$ cat config.mk
export PLATFORM = sky130hd
export DESIGN_NAME = cal_pulse_shaper
export DESIGN_NICKNAME = d
export VERILOG_FILES = /design/src/rtl/cal_pulse_pkg.sv /design/src/rtl/cal_interval_meter.sv /design/src/rtl/cal_width_select.sv /design/src/rtl/cal_pulse_fsm.sv /design/src/rtl/cal_pulse_shaper.sv
export SDC_FILE = /design/constraint.sdc
export NUM_CORES = 1
export LEC_CHECK = 0
export BUFFER_PORTS_ARGS = -buffer_cell sky130_fd_sc_hd__buf_4
export CORE_MARGIN = 2
export CORE_UTILIZATION = 45
export CTS_CLUSTER_SIZE = 16
export DETAILED_ROUTE_END_ITERATION = 7
export SLEW_MARGIN = 20
export SYNTH_ARGS = -nofsm -noshare
export SYNTH_HDL_FRONTEND = slang
export SYNTH_SLANG_ARGS = --single-unit
$ cat constraint.sdc
create_clock -name clk_i -period 4.5 [get_ports clk_i]
set_clock_uncertainty 0.2 [all_clocks]
set_input_delay 0 -clock clk_i [delete_from_list [all_inputs] [get_ports clk_i]]
set_output_delay 0 -clock clk_i [all_outputs]
set_load 0.005 [all_outputs]
$ cat src/rtl/cal_pulse_pkg.sv
package cal_pulse_pkg;

    // Control states of the shaper
    typedef enum logic {
        ST_IDLE = 1'b0,
        ST_HIGH = 1'b1
    } shp_state_e;

    // Width decision source (for readability of the selector)
    typedef enum logic [1:0] {
        SRC_LONG  = 2'd0,
        SRC_HALF  = 2'd1,
        SRC_SHORT = 2'd2
    } width_src_e;

endpackage

$ cat src/rtl/cal_interval_meter.sv
module cal_interval_meter #(
    parameter int CNT_W = 8
) (
    input  logic             clk_i,
    input  logic             rst_ni,
    input  logic             req_i,
    output logic [CNT_W-1:0] period_o,
    output logic             valid_o
);

    logic [CNT_W-1:0] gap_q;      // cycles since the latest request, saturating
    logic             seen_q;     // at least one request since reset
    logic [CNT_W-1:0] per_q;      // spacing measured at the latest request
    logic             per_vld_q;  // per_q holds a real spacing

    always_ff @(posedge clk_i or negedge rst_ni) begin
        if (!rst_ni) begin
            gap_q     <= '0;
            seen_q    <= 1'b0;
            per_q     <= '0;
            per_vld_q <= 1'b0;
        end else if (req_i) begin
            gap_q     <= CNT_W'(1);
            seen_q    <= 1'b1;
            per_q     <= gap_q;
            per_vld_q <= seen_q;
        end else if (gap_q != '1) begin
            gap_q     <= gap_q + CNT_W'(1);
        end
    end

    // A request in this cycle carries the freshest spacing
    always_comb begin
        if (req_i) begin
            period_o = gap_q;
            valid_o  = seen_q;
        end else begin
            period_o = per_q;
            valid_o  = per_vld_q;
        end
    end

endmodule

$ cat src/rtl/cal_width_select.sv
module cal_width_select
    import cal_pulse_pkg::*;
#(
    parameter int          CNT_W     = 8,
    parameter int          LONG_W    = 20,
    parameter int          SHORT_W   = 3,
    parameter int          FSEL_W    = 3,
    parameter logic [FSEL_W-1:0] FAST_CODE = FSEL_W'(3)
) (
    input  logic [CNT_W-1:0]  period_i,
    input  logic              valid_i,
    input  logic [FSEL_W-1:0] fsel_i,
    output logic [CNT_W-1:0]  width_o
);

    localparam logic [CNT_W-1:0] THR_V   = CNT_W'(2 * LONG_W);
    localparam logic [CNT_W-1:0] LONG_V  = CNT_W'(LONG_W);
    localparam logic [CNT_W-1:0] SHORT_V = CNT_W'(SHORT_W);

    logic             fast_hit;
    logic [CNT_W-1:0] half_w;
    width_src_e       src;

    generate
        if (SHORT_W > 0) begin : gen_fast_mode
            assign fast_hit = (fsel_i == FAST_CODE);
        end else begin : gen_no_fast_mode
            assign fast_hit = 1'b0;
        end
    endgenerate

    always_comb begin
        half_w = period_i >> 1;
        if (half_w == '0) begin
            half_w = CNT_W'(1);
        end
    end

    always_comb begin
        if (fast_hit) begin
            src = SRC_SHORT;
        end else if (valid_i && (period_i < THR_V)) begin
            src = SRC_HALF;
        end else begin
            src = SRC_LONG;
        end
    end

    always_comb begin
        unique case (src)
            SRC_SHORT: width_o = SHORT_V;
            SRC_HALF:  width_o = half_w;
            default:   width_o = LONG_V;
        endcase
    end

endmodule

$ cat src/rtl/cal_pulse_fsm.sv
module cal_pulse_fsm
    import cal_pulse_pkg::*;
#(
    parameter int CNT_W  = 8,
    parameter int PEND_W = 3
) (
    input  logic              clk_i,
    input  logic              rst_ni,
    input  logic              req_i,
    input  logic [CNT_W-1:0]  width_i,
    output logic              pulse_o,
    output logic              launch_o,
    output logic [PEND_W-1:0] pend_o
);

    localparam logic [PEND_W-1:0] PEND_MAX = '1;

    shp_state_e        state_q, state_d;
    logic [CNT_W-1:0]  rem_q;
    logic [PEND_W-1:0] pend_q;
    logic              is_idle, has_pend, launch, pend_inc, pend_dec;

    assign is_idle  = (state_q == ST_IDLE);
    assign has_pend = (pend_q != '0);
    assign launch   = is_idle && (req_i || has_pend);
    // A request is held unless it starts at once (idle with an empty queue)
    assign pend_inc = req_i && !(is_idle && !has_pend);
    assign pend_dec = is_idle && has_pend;

    // State register
    always_ff @(posedge clk_i or negedge rst_ni) begin
        if (!rst_ni) begin
            state_q <= ST_IDLE;
        end else begin
            state_q <= state_d;
        end
    end

    // Transitions: T_LAUNCH, T_EXPIRE, T_WAIT, T_HOLD
    always_comb begin
        state_d = state_q;
        unique case (state_q)
            ST_IDLE: begin
                if (launch) begin
                    state_d = ST_HIGH;      // T_LAUNCH
                end
            end
            ST_HIGH: begin
                if (rem_q == '0) begin
                    state_d = ST_IDLE;      // T_EXPIRE
                end
            end
            default: state_d = ST_IDLE;
        endcase
    end

    // Remaining high cycles, loaded at pulse start
    always_ff @(posedge clk_i or negedge rst_ni) begin
        if (!rst_ni) begin
            rem_q <= '0;
        end else if (launch) begin
            rem_q <= width_i - CNT_W'(1);
        end else if ((state_q == ST_HIGH) && (rem_q != '0)) begin
            rem_q <= rem_q - CNT_W'(1);
        end
    end

    // Held-request counter
    always_ff @(posedge clk_i or negedge rst_ni) begin
        if (!rst_ni) begin
            pend_q <= '0;
        end else if (pend_inc && !pend_dec) begin
            if (pend_q != PEND_MAX) begin
                pend_q <= pend_q + PEND_W'(1);
            end
        end else if (pend_dec && !pend_inc) begin
            pend_q <= pend_q - PEND_W'(1);
        end
    end

    // Outputs
    always_comb begin
        pulse_o  = (state_q == ST_HIGH);
        launch_o = launch;
        pend_o   = pend_q;
    end

endmodule

$ cat src/rtl/cal_pulse_shaper.sv
module cal_pulse_shaper #(
    parameter int                LONG_W    = 368640,
    parameter int                SHORT_W   = 82,
    parameter int                FSEL_W    = 3,
    parameter logic [FSEL_W-1:0] FAST_CODE = FSEL_W'(3),
    parameter int                PEND_W    = 3
) (
    input  logic              clk_i,
    input  logic              rst_ni,
    input  logic              req_i,
    input  logic [FSEL_W-1:0] freq_sel_i,
    output logic              pulse_o
);

    localparam int THRESH = 2 * LONG_W;
    localparam int CNT_W  = $clog2(THRESH + 1) + 1;

    logic [CNT_W-1:0]  cur_period;
    logic              cur_valid;
    logic [CNT_W-1:0]  width;
    logic              launch;
    logic [PEND_W-1:0] pend_cnt;

    cal_interval_meter #(
        .CNT_W (CNT_W)
    ) u_meter (
        .clk_i    (clk_i),
        .rst_ni   (rst_ni),
        .req_i    (req_i),
        .period_o (cur_period),
        .valid_o  (cur_valid)
    );

    cal_width_select #(
        .CNT_W     (CNT_W),
        .LONG_W    (LONG_W),
        .SHORT_W   (SHORT_W),
        .FSEL_W    (FSEL_W),
        .FAST_CODE (FAST_CODE)
    ) u_sel (
        .period_i (cur_period),
        .valid_i  (cur_valid),
        .fsel_i   (freq_sel_i),
        .width_o  (width)
    );

    cal_pulse_fsm #(
        .CNT_W  (CNT_W),
        .PEND_W (PEND_W)
    ) u_fsm (
        .clk_i    (clk_i),
        .rst_ni   (rst_ni),
        .req_i    (req_i),
        .width_i  (width),
        .pulse_o  (pulse_o),
        .launch_o (launch),
        .pend_o   (pend_cnt)
    );

endmodule

# After elaboration in Yosys (flattened, before gate mapping)
# Cells that the tools add are included.
# word_totals
register_bits	69
input_bits	6
out_inout_bits	1
wordCells	57
# classes
addsub	5
n_lt_le_gt_ge	1
eq_ne	6
muxes	16
bitwise_logic	1
n_reduce_logical	21
# ops
op	count
2-to-1 mux 21 bit	5
logical NOT 21 bit	2
one-hot mux 21 bit (2 select lines)	1
subtractor 21 x 1 -> 21 bit, second input constant	2
adder 21 x 1 -> 21 bit, second input constant	1
less-than comparator 21 x 20 -> 1 bit, second input constant	1
inequality test 21 bit, second input constant	1
nonzero test 21 bit	1
2-to-1 mux 20 bit	1
2-to-1 mux 3 bit	3
logical AND 1 bit	8
nonzero test 2 bit	3
logical NOT 1 bit	4
2-to-1 mux 1 bit	4
adder 3 x 1 -> 3 bit, second input constant	1
equality test 3 x 2 -> 1 bit, second input constant	1
inequality test 3 bit, second input constant	1
nonzero test 3 bit	1
subtractor 3 x 1 -> 3 bit, second input constant	1
equality test 2 x 1 -> 1 bit, second input constant	1
equality test 2 bit, second input constant	1
2-to-1 mux 2 bit	1
inequality test 2 bit, second input constant	1
one-hot mux 1 bit (2 select lines)	1
other kinds (3)	3

# Depth between registers and ports, before layout
# Gate-level depths: netlist (run 1).
# depth
ltp_word	9
depth_mapped	15
mapped_depth_nobuf	14

# Cells and area by module
# A second synthesis (run 1) with hierarchy kept.
# unflattened
hier_cells	437
hier_area_um2	4255.3
# modules_own_cells
mod	instances	cells_each	area_each_um2	seq_area_each_um2
cal_interval_meter	1	166	2019.4	1101.1
cal_pulse_fsm	1	231	1976.9	625.6
cal_width_select	1	40	259.0	0.0

# Worst setup path after synthesis (run 1)
# No wires, ideal clock.
# synth_timing
path_type	register to register
from	register u_fsm.pend_q[0] (netlist: u_fsm.pend_o[0])
to	register u_fsm.rem_q[8]
setup_ns	0.066
t_arrival_ns	2.903
required_ns	4.234
slack_ns	1.331
path_stages_with_launch	14
path_buffers	3
period_less_slack_ns	3.169
cell_sequence	dfrtp_1 > or4_1 > buf_6 > nand2_1 > clkbuf_1 > clkbuf_1 > a21oi_1 > ha_1 > o221ai_2 > a21o_1 > nor2_1 > nand3_1 > mux2_2 > nand2_1
# synth_via
elab_chain_cells	4
# synth_lines
element	line	rtl
from (decl)	cal_pulse_fsm.sv:20	logic [PEND_W-1:0] pend_q;
from (signal assigned)	cal_pulse_fsm.sv:74	pend_q <= pend_q + PEND_W'(1);
from (signal assigned)	cal_pulse_fsm.sv:77	pend_q <= pend_q - PEND_W'(1);
nonzero test 3 bit (*)	cal_pulse_fsm.sv:24	assign has_pend = (pend_q != '0);
logical OR 1 bit (*)	cal_pulse_fsm.sv:25	assign launch = is_idle && (req_i || has_pend);
logical AND 1 bit (*)	cal_pulse_fsm.sv:25	
2-to-1 mux 21 bit or nonzero test 2 bit (tied branches)	--	
to (signal assigned)	cal_pulse_fsm.sv:62	rem_q <= width_i - CNT_W'(1);
to (signal assigned)	cal_pulse_fsm.sv:64	rem_q <= rem_q - CNT_W'(1);
to (decl)	cal_pulse_fsm.sv:19	logic [CNT_W-1:0] rem_q;
# Mark *: on every way between the ends. The rest lies on a longest branch, timed or not.
# A chain may end at the register's enable or synchronous reset.

# Worst setup path after layout (run 1)
# layout_timing
from	register u_meter.gap_q[17]
to	register u_fsm.rem_q[14]
# layout_via
elab_chain_cells	9
# layout_lines
element	line	rtl
from (decl)	cal_interval_meter.sv:11	logic [CNT_W-1:0] gap_q;
from (signal assigned)	cal_interval_meter.sv:28	gap_q <= gap_q + CNT_W'(1);
2-to-1 mux 21 bit (*)	cal_interval_meter.sv:34	if (req_i) begin
less-than comparator 21 x 20 -> 1 bit	cal_width_select.sv:42	end else if (valid_i && (period_i < THR_V)) begin
logical AND 1 bit	cal_width_select.sv:42	
2-to-1 mux 1 bit	cal_width_select.sv:42	
2-to-1 mux 2 bit	cal_width_select.sv:40	if (fast_hit) begin
equality test 2 x 1 -> 1 bit or equality test 2 bit (tied branches)	cal_width_select.sv:50	unique case (src)
one-hot mux 21 bit (2 select lines) (*)	cal_width_select.sv:50	
subtractor 21 x 1 -> 21 bit (*)	cal_pulse_fsm.sv:62	
2-to-1 mux 21 bit (*)	cal_pulse_fsm.sv:61	end else if (launch) begin
# Marks and branches as above.

==> results of run 1 <==
## critical path: cells and delay by family, from the launching register on
family,cells,cell delay (ps)
and+or+nand+nor,7,1510
AOI/OAI and AO/OA,5,960
DFF,1,500
adders and majority gates,1,280
## worst max-delay path by stage
stage / cells past startpoint / end / slack, ps
global route: 15 / u_fsm.rem_q[14] / 630
floorplan: 13 / u_fsm.rem_q[8] / 1330
finish: 13 / u_fsm.rem_q[14] / 950
CTS: 13 / u_fsm.rem_q[14] / 980
detailed placement: 15 / u_fsm.rem_q[14] / 640
global placement: 15 / u_fsm.rem_q[14] / 750
## repair_timing
action / in CTS / in global routing
hold buffers: 1 / 0
hold endpoints to repair: 68 / 0
setup buffers: 0 / 0
## state kept, by name (all words and copies together) (netlist names)
| signal | count |
|---|---|
| u_fsm.pulse_o | 1 |
| u_fsm.rem_q | 21 |
| u_meter.seen_q | 1 |
| u_meter.gap_q | 21 |
| u_fsm.pend_o | 3 |
| u_meter.per_q | 20 |
| u_meter.per_vld_q | 1 |
## layout make-up
type	instances	share of cell area
well taps	111	0.03051
multi-input cells	356	0.5179
flip-flops and latches	68	0.3738
inverters	10	0.008246
repair buffers	11	0.01869
clock buffers	10	0.03024
clock inverters	6	0.02062
## Yosys cell counts, types with 3 or more instances
library cell	count
a211oi_1	4
or3_1	4
o211ai_1	5
nor4_1	12
o21a_1	7
nand2_1	42
nand2b_1	3
nor3_2	4
mux2_2	19
o221ai_1	4
a21o_1	3
nand4_1	8
nand3_1	20
a31oi_1	4
nand3b_1	3
xnor2_1	9
o21ai_0	27
nor3_1	18
a21oi_1	12
mux2i_1	3
nor2_1	62
xor2_1	15
buf_6	5
dfrtp_1	68
and3_1	7
clkbuf_1	10
inv_1	9
## metal layers
layer,vias up,routed length [microns],share of wire
li1,1668,-,-
met3,16,233,0.022
met4,0,205,0.020
met1,1715,5219,0.50
met5,-,0,0
met2,47,4795,0.46
## per-stage QoR
stage,hold slack [ps],total power [W],utilization,worst slack (ps)
4_1_cts,7.794,0.002254,0.4973,976.7
6_report,14.82,0.002249,0.4973,950.4
3_3_place_gp,-14.93,0.001636,0.4710,745.5
2_1_floorplan,-495.6,0.001460,-,1331
3_5_place_dp,-17.60,0.001649,0.4710,641.4
5_1_grt,60.76,0.002393,0.4973,629.5
## placed cells by master, fill, tap and decap left out, types with 10 or more instances in the layout
cell	count
nor2_1	62
xor2_1	15
dfrtp_1	68
o21ai_0	27
nand3_1	20
clkbuf_8	10
mux2_2	19
nand2_1	42
nor4_1	12
nor3_1	18
buf_4	10
a21oi_1	12
## logic make-up after synthesis
logic type | count (synthesis) | synth area share
AND/OR/NAND/NOR | 206 | 0.2514
XOR/XNOR | 24 | 0.04993
AO/OA/AOI/OAI | 98 | 0.1774
multiplexers | 25 | 0.07043
buffers and inverters | 29 | 0.03596
adder cells (fa/ha/maj) | 3 | 0.01070
flip-flops | 68 | 0.4042
## power groups by stage
stage / Clock, W / Combinational (W) / Sequential (W)
6_report: 0.000604 / 0.000788 / 0.000858
5_1_grt: 0.000637 / 0.000884 / 0.000871
4_1_cts: 0.000610 / 0.000789 / 0.000855
3_5_place_dp: 0 / 0.000783 / 0.000866
3_3_place_gp: 0 / 0.000774 / 0.000862
2_1_floorplan: 0 / 0.000646 / 0.000814
==> results.json, run 1 <==
{
  "grt_start_max_net_pins": 75,
  "wl_microns": 10450,
  "synth.ff_latch_count": 68,
  "avgRoutedWirePerCell_microns": 18.27,
  "number_of_synthesized_flops_with_an_enable_pin": 0,
  "min_delay_worst_endpoint": "u_meter.gap_q[18]",
  "endpoint_kind": "register",
  "depth_of_the_worst_hold_timing_path": 2,
  "core_sq_um": 9153,
  "synth.top_cell.area_share": 0.4042,
  "route.detailed.vias_per_inst": 6.024,
  "cell_internal_power_dissipation_w": 0.001370,
  "dpl.hpwl_microns": 7403,
  "final-setup-viol-count": 0,
  "number_of_buffer_cells_added_on_primary_ports": 6,
  "power.switching_fraction": 0.3907,
  "detail_route.first_pass.iterations": 4,
  "final_cell_count_no_fill": 572,
  "global_route_wire_length_before_repair_microns": 17520,
  "grt_pass1_vias": 3378,
  "synthArstFlopShare": 1.000,
  "clock_share_of_power": 0.268,
  "placed_cells": 555,
  "synth_top_cell_by_area": "dfrtp_1",
  "critical_path_peak_fanout": 8,
  "cts-root-buf": "clkbuf_8",
  "synth_seq_area_share": 0.4042,
  "post_detailed_route_drc_marker_count": 0,
  "worst_slew_pin_slew_ps": 902.1,
  "finalCritPeriodShare": 0.7888,
  "worst-endpoint-arrival_ps": 3600,
  "max-cap-violations": 0,
  "comb_power_share": 0.350,
  "die_w_microns": 100.7,
  "rsz0062_at_grt": "no",
  "htree_num_levels": 3,
  "ys_types": 78,
  "cts_repair_resize_count": 0,
  "layout-drive-gt1-share": 0.1584,
  "placed_area_sq_um": 4310,
  "gr-max-usage-layer": "met2",
  "fin_setup_tns_ps": 0,
  "regToRegEndpoint": "u_fsm.rem_q[14]",
  "floorplan.die_area_sq_um": 10150,
  "final_nets": 465,
  "globalRouteTotalUtil": 0.2219,
  "antenna_left": 0,
  "grt_antenna_before_repair": 0,
  "net_count_after_synthesis": 462,
  "multiInputGateArea_sq_um": 2357,
  "pwr_density_cell_nw_per_um2": 494.1,
  "total_switching_power_w": 0.0008788,
  "crit_type": "reg2reg",
  "finalHoldViolCount": 0,
  "crit-reg2reg-launch": "u_meter.gap_q[17]",
  "worst_hold_path_type": "in2reg",
  "critical-path-slowest-cell": "dfrtp_1",
  "antenna_cells_inserted": 0,
  "cts_tree": "yes",
  "r2r_slack_ps": 950,
  "worst_r2r_path_depth": 13,
  "clkSinkCount": 68,
  "postLayoutCellArea_sq_um": 4552,
  "clock.fmax_ghz": 0.2817,
  "cts_buffers": 9,
  "outcome": "finished, final reports clean",
  "initial_utilization": 0.4600,
  "synth.avg_cell_area_sq_um": 9.294,
  "final_max_slew_viol_count": 0,
  "gr-usage-met3": 0.02635,
  "insertion_delay_ps": 350,
  "grtUsageMet2": 0.3333,
  "postSynthCellCount": 453,
  "startpoint_type": "register",
  "syn_area_sq_um": 4210,
  "grt_remaining_overflow": 0,
  "standard_cell_rows": 35,
  "dieHeight_microns": 100.7,
  "synth_warnings": 0,
  "pin_count": 7,
  "seq_power_share": 0.382,
  "globalplace.congestion": 0.9217,
  "leakage_nw": 1.924,
  "grtUsageMet1": 0.3219,
  "peakVddDrop_uv": 211.2,
  "clk_pin_slew_ps": 80,
  "final_period_minus_worst_setup_slack_ps": 3550,
  "area_growth_syn_to_layout_pct": 8.113,
  "crit_chain": "and3_1 -> o211ai_2 -> a21o_1 -> nand2_1 -> nor2_1 -> a21oi_1 -> ha_1 -> o221ai_2 -> a21o_1 -> nor3b_4 -> nand2_2 -> and3_1 -> nor4_1",
  "register_area_sq_um": 1702,
  "filler_cell_count": 865,
  "synthFlopType": "dfrtp_1",
  "vias": 3446,
  "cp-startpoint": "u_meter.gap_q[17]",
  "detailedRoute.firstIterationViolations": 123,
  "clock_path_buffers": 2,
  "crit_path_max_incr_delay_ps": 500,
  "timing.critical_path.required_ps": 4550,
  "slew-limit-headroom": 0.3986,
  "synth_area_leaders": "dfrtp_1 (40%), nor2_1 (5.5%), mux2_2 (5.1%)",
  "hold_path.startpoint": "req_i"
}
Power figures use the tool's default switching activity.
==> run 2: changes to the inputs <==
- clock period: 4.5 -> 3.2 ns (I/O delays scaled with it)
==> run 2 against run 1 <==
Effect of this change:
- fmax rose by 17%
- clock power is 35% higher
- first-iteration DRC count increased by 21%
- sequential power increased by 36%
- highest routed layer unchanged
- largest power group is now combinational logic
- sequential cell count stayed put
- non-clock buffer count increased by 35
==> results.json, run 2 (synthesized netlist as in run 1, its figures left out) <==
{
  "outcome": "finished, final reports clean",
  "grt_pass1_vias": 3489,
  "wl_microns": 10810,
  "worst-endpoint-arrival_ps": 3100,
  "seq_power_share": 0.362,
  "post_detailed_route_drc_marker_count": 0,
  "final_common_cell": "dfrtp_1",
  "biggest_regs": "u_fsm.rem_q: 21 flops, u_meter.gap_q: 21 flops, u_meter.per_q: 20 flops",
  "avgRoutedWirePerCell_microns": 17.81,
  "multiInputGateArea_sq_um": 2390,
  "cts_buffers": 9,
  "worst_hold_path_type": "in2reg",
  "finalCritPeriodShare": 0.9519,
  "final-setup-viol-count": 0,
  "area_growth_syn_to_layout_pct": 15.22,
  "clock_path_buffers": 2,
  "pin_count": 7,
  "register_area_sq_um": 1702,
  "globalRouteTotalUtil": 0.2318,
  "antenna_left": 0,
  "cts_tree": "yes",
  "dieHeight_microns": 100.7,
  "cell_internal_power_dissipation_w": 0.001990,
  "core_sq_um": 9153,
  "final_nets": 500,
  "startpoint_type": "register",
  "clock.fmax_ghz": 0.3283,
  "clock_share_of_power": 0.252,
  "critical_path_peak_fanout": 6,
  "hold-worst-slack_ps": 0.5003,
  "detailedRoute.firstIterationViolations": 149,
  "clk_pin_slew_ps": 80,
  "standard_cell_rows": 35,
  "max-cap-violations": 0,
  "endpoint_kind": "register",
  "insertion_delay_ps": 360,
  "global_route_wire_length_before_repair_microns": 18230,
  "mostFrequentLayoutCells": "dfrtp_1 (68), nor2_1 (62), nand2_1 (42), buf_4 (41), o21ai_0 (26)",
  "clkSinkCount": 68,
  "dpl.hpwl_microns": 7802,
  "power.switching_fraction": 0.3843,
  "cts-root-buf": "clkbuf_8",
  "grt_antenna_before_repair": 0,
  "antenna_cells_inserted": 0,
  "pwr_density_cell_nw_per_um2": 666.3,
  "vias": 3599,
  "htree_num_levels": 3,
  "worst_slew_pin_slew_ps": 1012,
  "die_w_microns": 100.7,
  "peakVddDrop_uv": 417.4,
  "final_period_minus_worst_setup_slack_ps": 3046,
  "grt_remaining_overflow": 0,
  "floorplan.die_area_sq_um": 10150,
  "detail_route.first_pass.iterations": 4,
  "route.detailed.vias_per_inst": 5.929,
  "fin_setup_tns_ps": 0,
  "comb_power_share": 0.386,
  "leakage_nw": 2.106,
  "slew-limit-headroom": 0.3191,
  "total_switching_power_w": 0.001242,
  "number_of_buffer_cells_added_on_primary_ports": 6,
  "finalHoldViolCount": 0,
  "filler_cell_count": 837,
  "grt_start_max_net_pins": 69,
  "crit_type": "reg2reg",
  "final_max_slew_viol_count": 0,
  "layout-drive-gt1-share": 0.2177,
  "globalplace.congestion": 0.8629,
  "initial_utilization": 0.4600,
  "timing.critical_path.required_ps": 3250
}
## run 2: final cells by class
type                       instances  area share
sequential                        68      0.3508
clock buffer                       9     0.02554
clock inverter                     7     0.02089
inverter                          10    0.007738
timing repair buffer              46     0.07377
multi-input combinational        356      0.4926
tap                              111     0.02863
## run 2: power by group through the flow
| stage | Clock (W) | Combinational, W | Sequential, W |
|---|---|---|---|
| floorplan | 0 | 0.000909 | 0.00114 |
| global placement | 0 | 0.00120 | 0.00118 |
| detailed placement | 0 | 0.00123 | 0.00118 |
| CTS | 0.000831 | 0.00123 | 0.00116 |
| global route | 0.000873 | 0.00140 | 0.00119 |
| finish | 0.000815 | 0.00125 | 0.00117 |
## run 2: repair_timing
action / in CTS / in global routing
endpoints found under the setup margin: 0 / 6
buffers inserted: 0 / 1
hold buffers: 5 / 0
endpoints found under the hold margin: 80 / 0
gates resized for setup: 0 / 8
## run 2: per-stage QoR
step / cell area (sq um) / setup WS, ps / utilization / std cells / power, W
2_1_floorplan: 4210 / 30.92 / - / 453 / 0.002053
3_3_place_gp: 4536 / 147.5 / 0.4956 / 585 / 0.002375
3_5_place_dp: 4536 / 127.2 / 0.4956 / 585 / 0.002402
4_1_cts: 4811 / 76.30 / 0.5256 / 606 / 0.003226
5_1_grt: 4851 / -13.15 / 0.5300 / 607 / 0.003454
6_report: 4851 / 153.9 / 0.5300 / 607 / 0.003232
## run 2: worst paths after layout
kind,startpoint,to,slack [ps],cells past startpoint
max,u_meter.gap_q[20],u_fsm.rem_q[14],150,13
min,req_i,u_meter.per_q[20],0.5,3
max reg2reg,u_meter.gap_q[20],u_fsm.rem_q[14],150,13
min reg2reg,u_fsm.rem_q[16],u_fsm.rem_q[16],330,2
max in group asynchronous,rst_ni,u_fsm.rem_q[13],2120,2
min in group asynchronous,rst_ni,u_meter.per_q[13],100,2
## run 2: metal layers
metal | part of all wire | wire [microns] | global-route usage | up-vias
li1 | - | - | - | 1740
met1 | 0.47 | 5119 | 0.3103 | 1760
met2 | 0.47 | 5075 | 0.3662 | 81
met3 | 0.039 | 418 | 0.06311 | 18
met4 | 0.018 | 195 | 0.07165 | 0
met5 | 0 | 0 | 0 | -
## run 2: critical path, stage by stage, from the launching register on
cell       delay [ps]
dfrtp_1           430
nor3b_1           100
nor2_1            350
a2111oi_4         100
nor2_1            150
nor2_1             70
a21oi_2           130
ha_2              200
o221ai_2           80
a21o_2            250
nor3b_4           290
nand2_2           100
and3_1            180
nor4_1            310
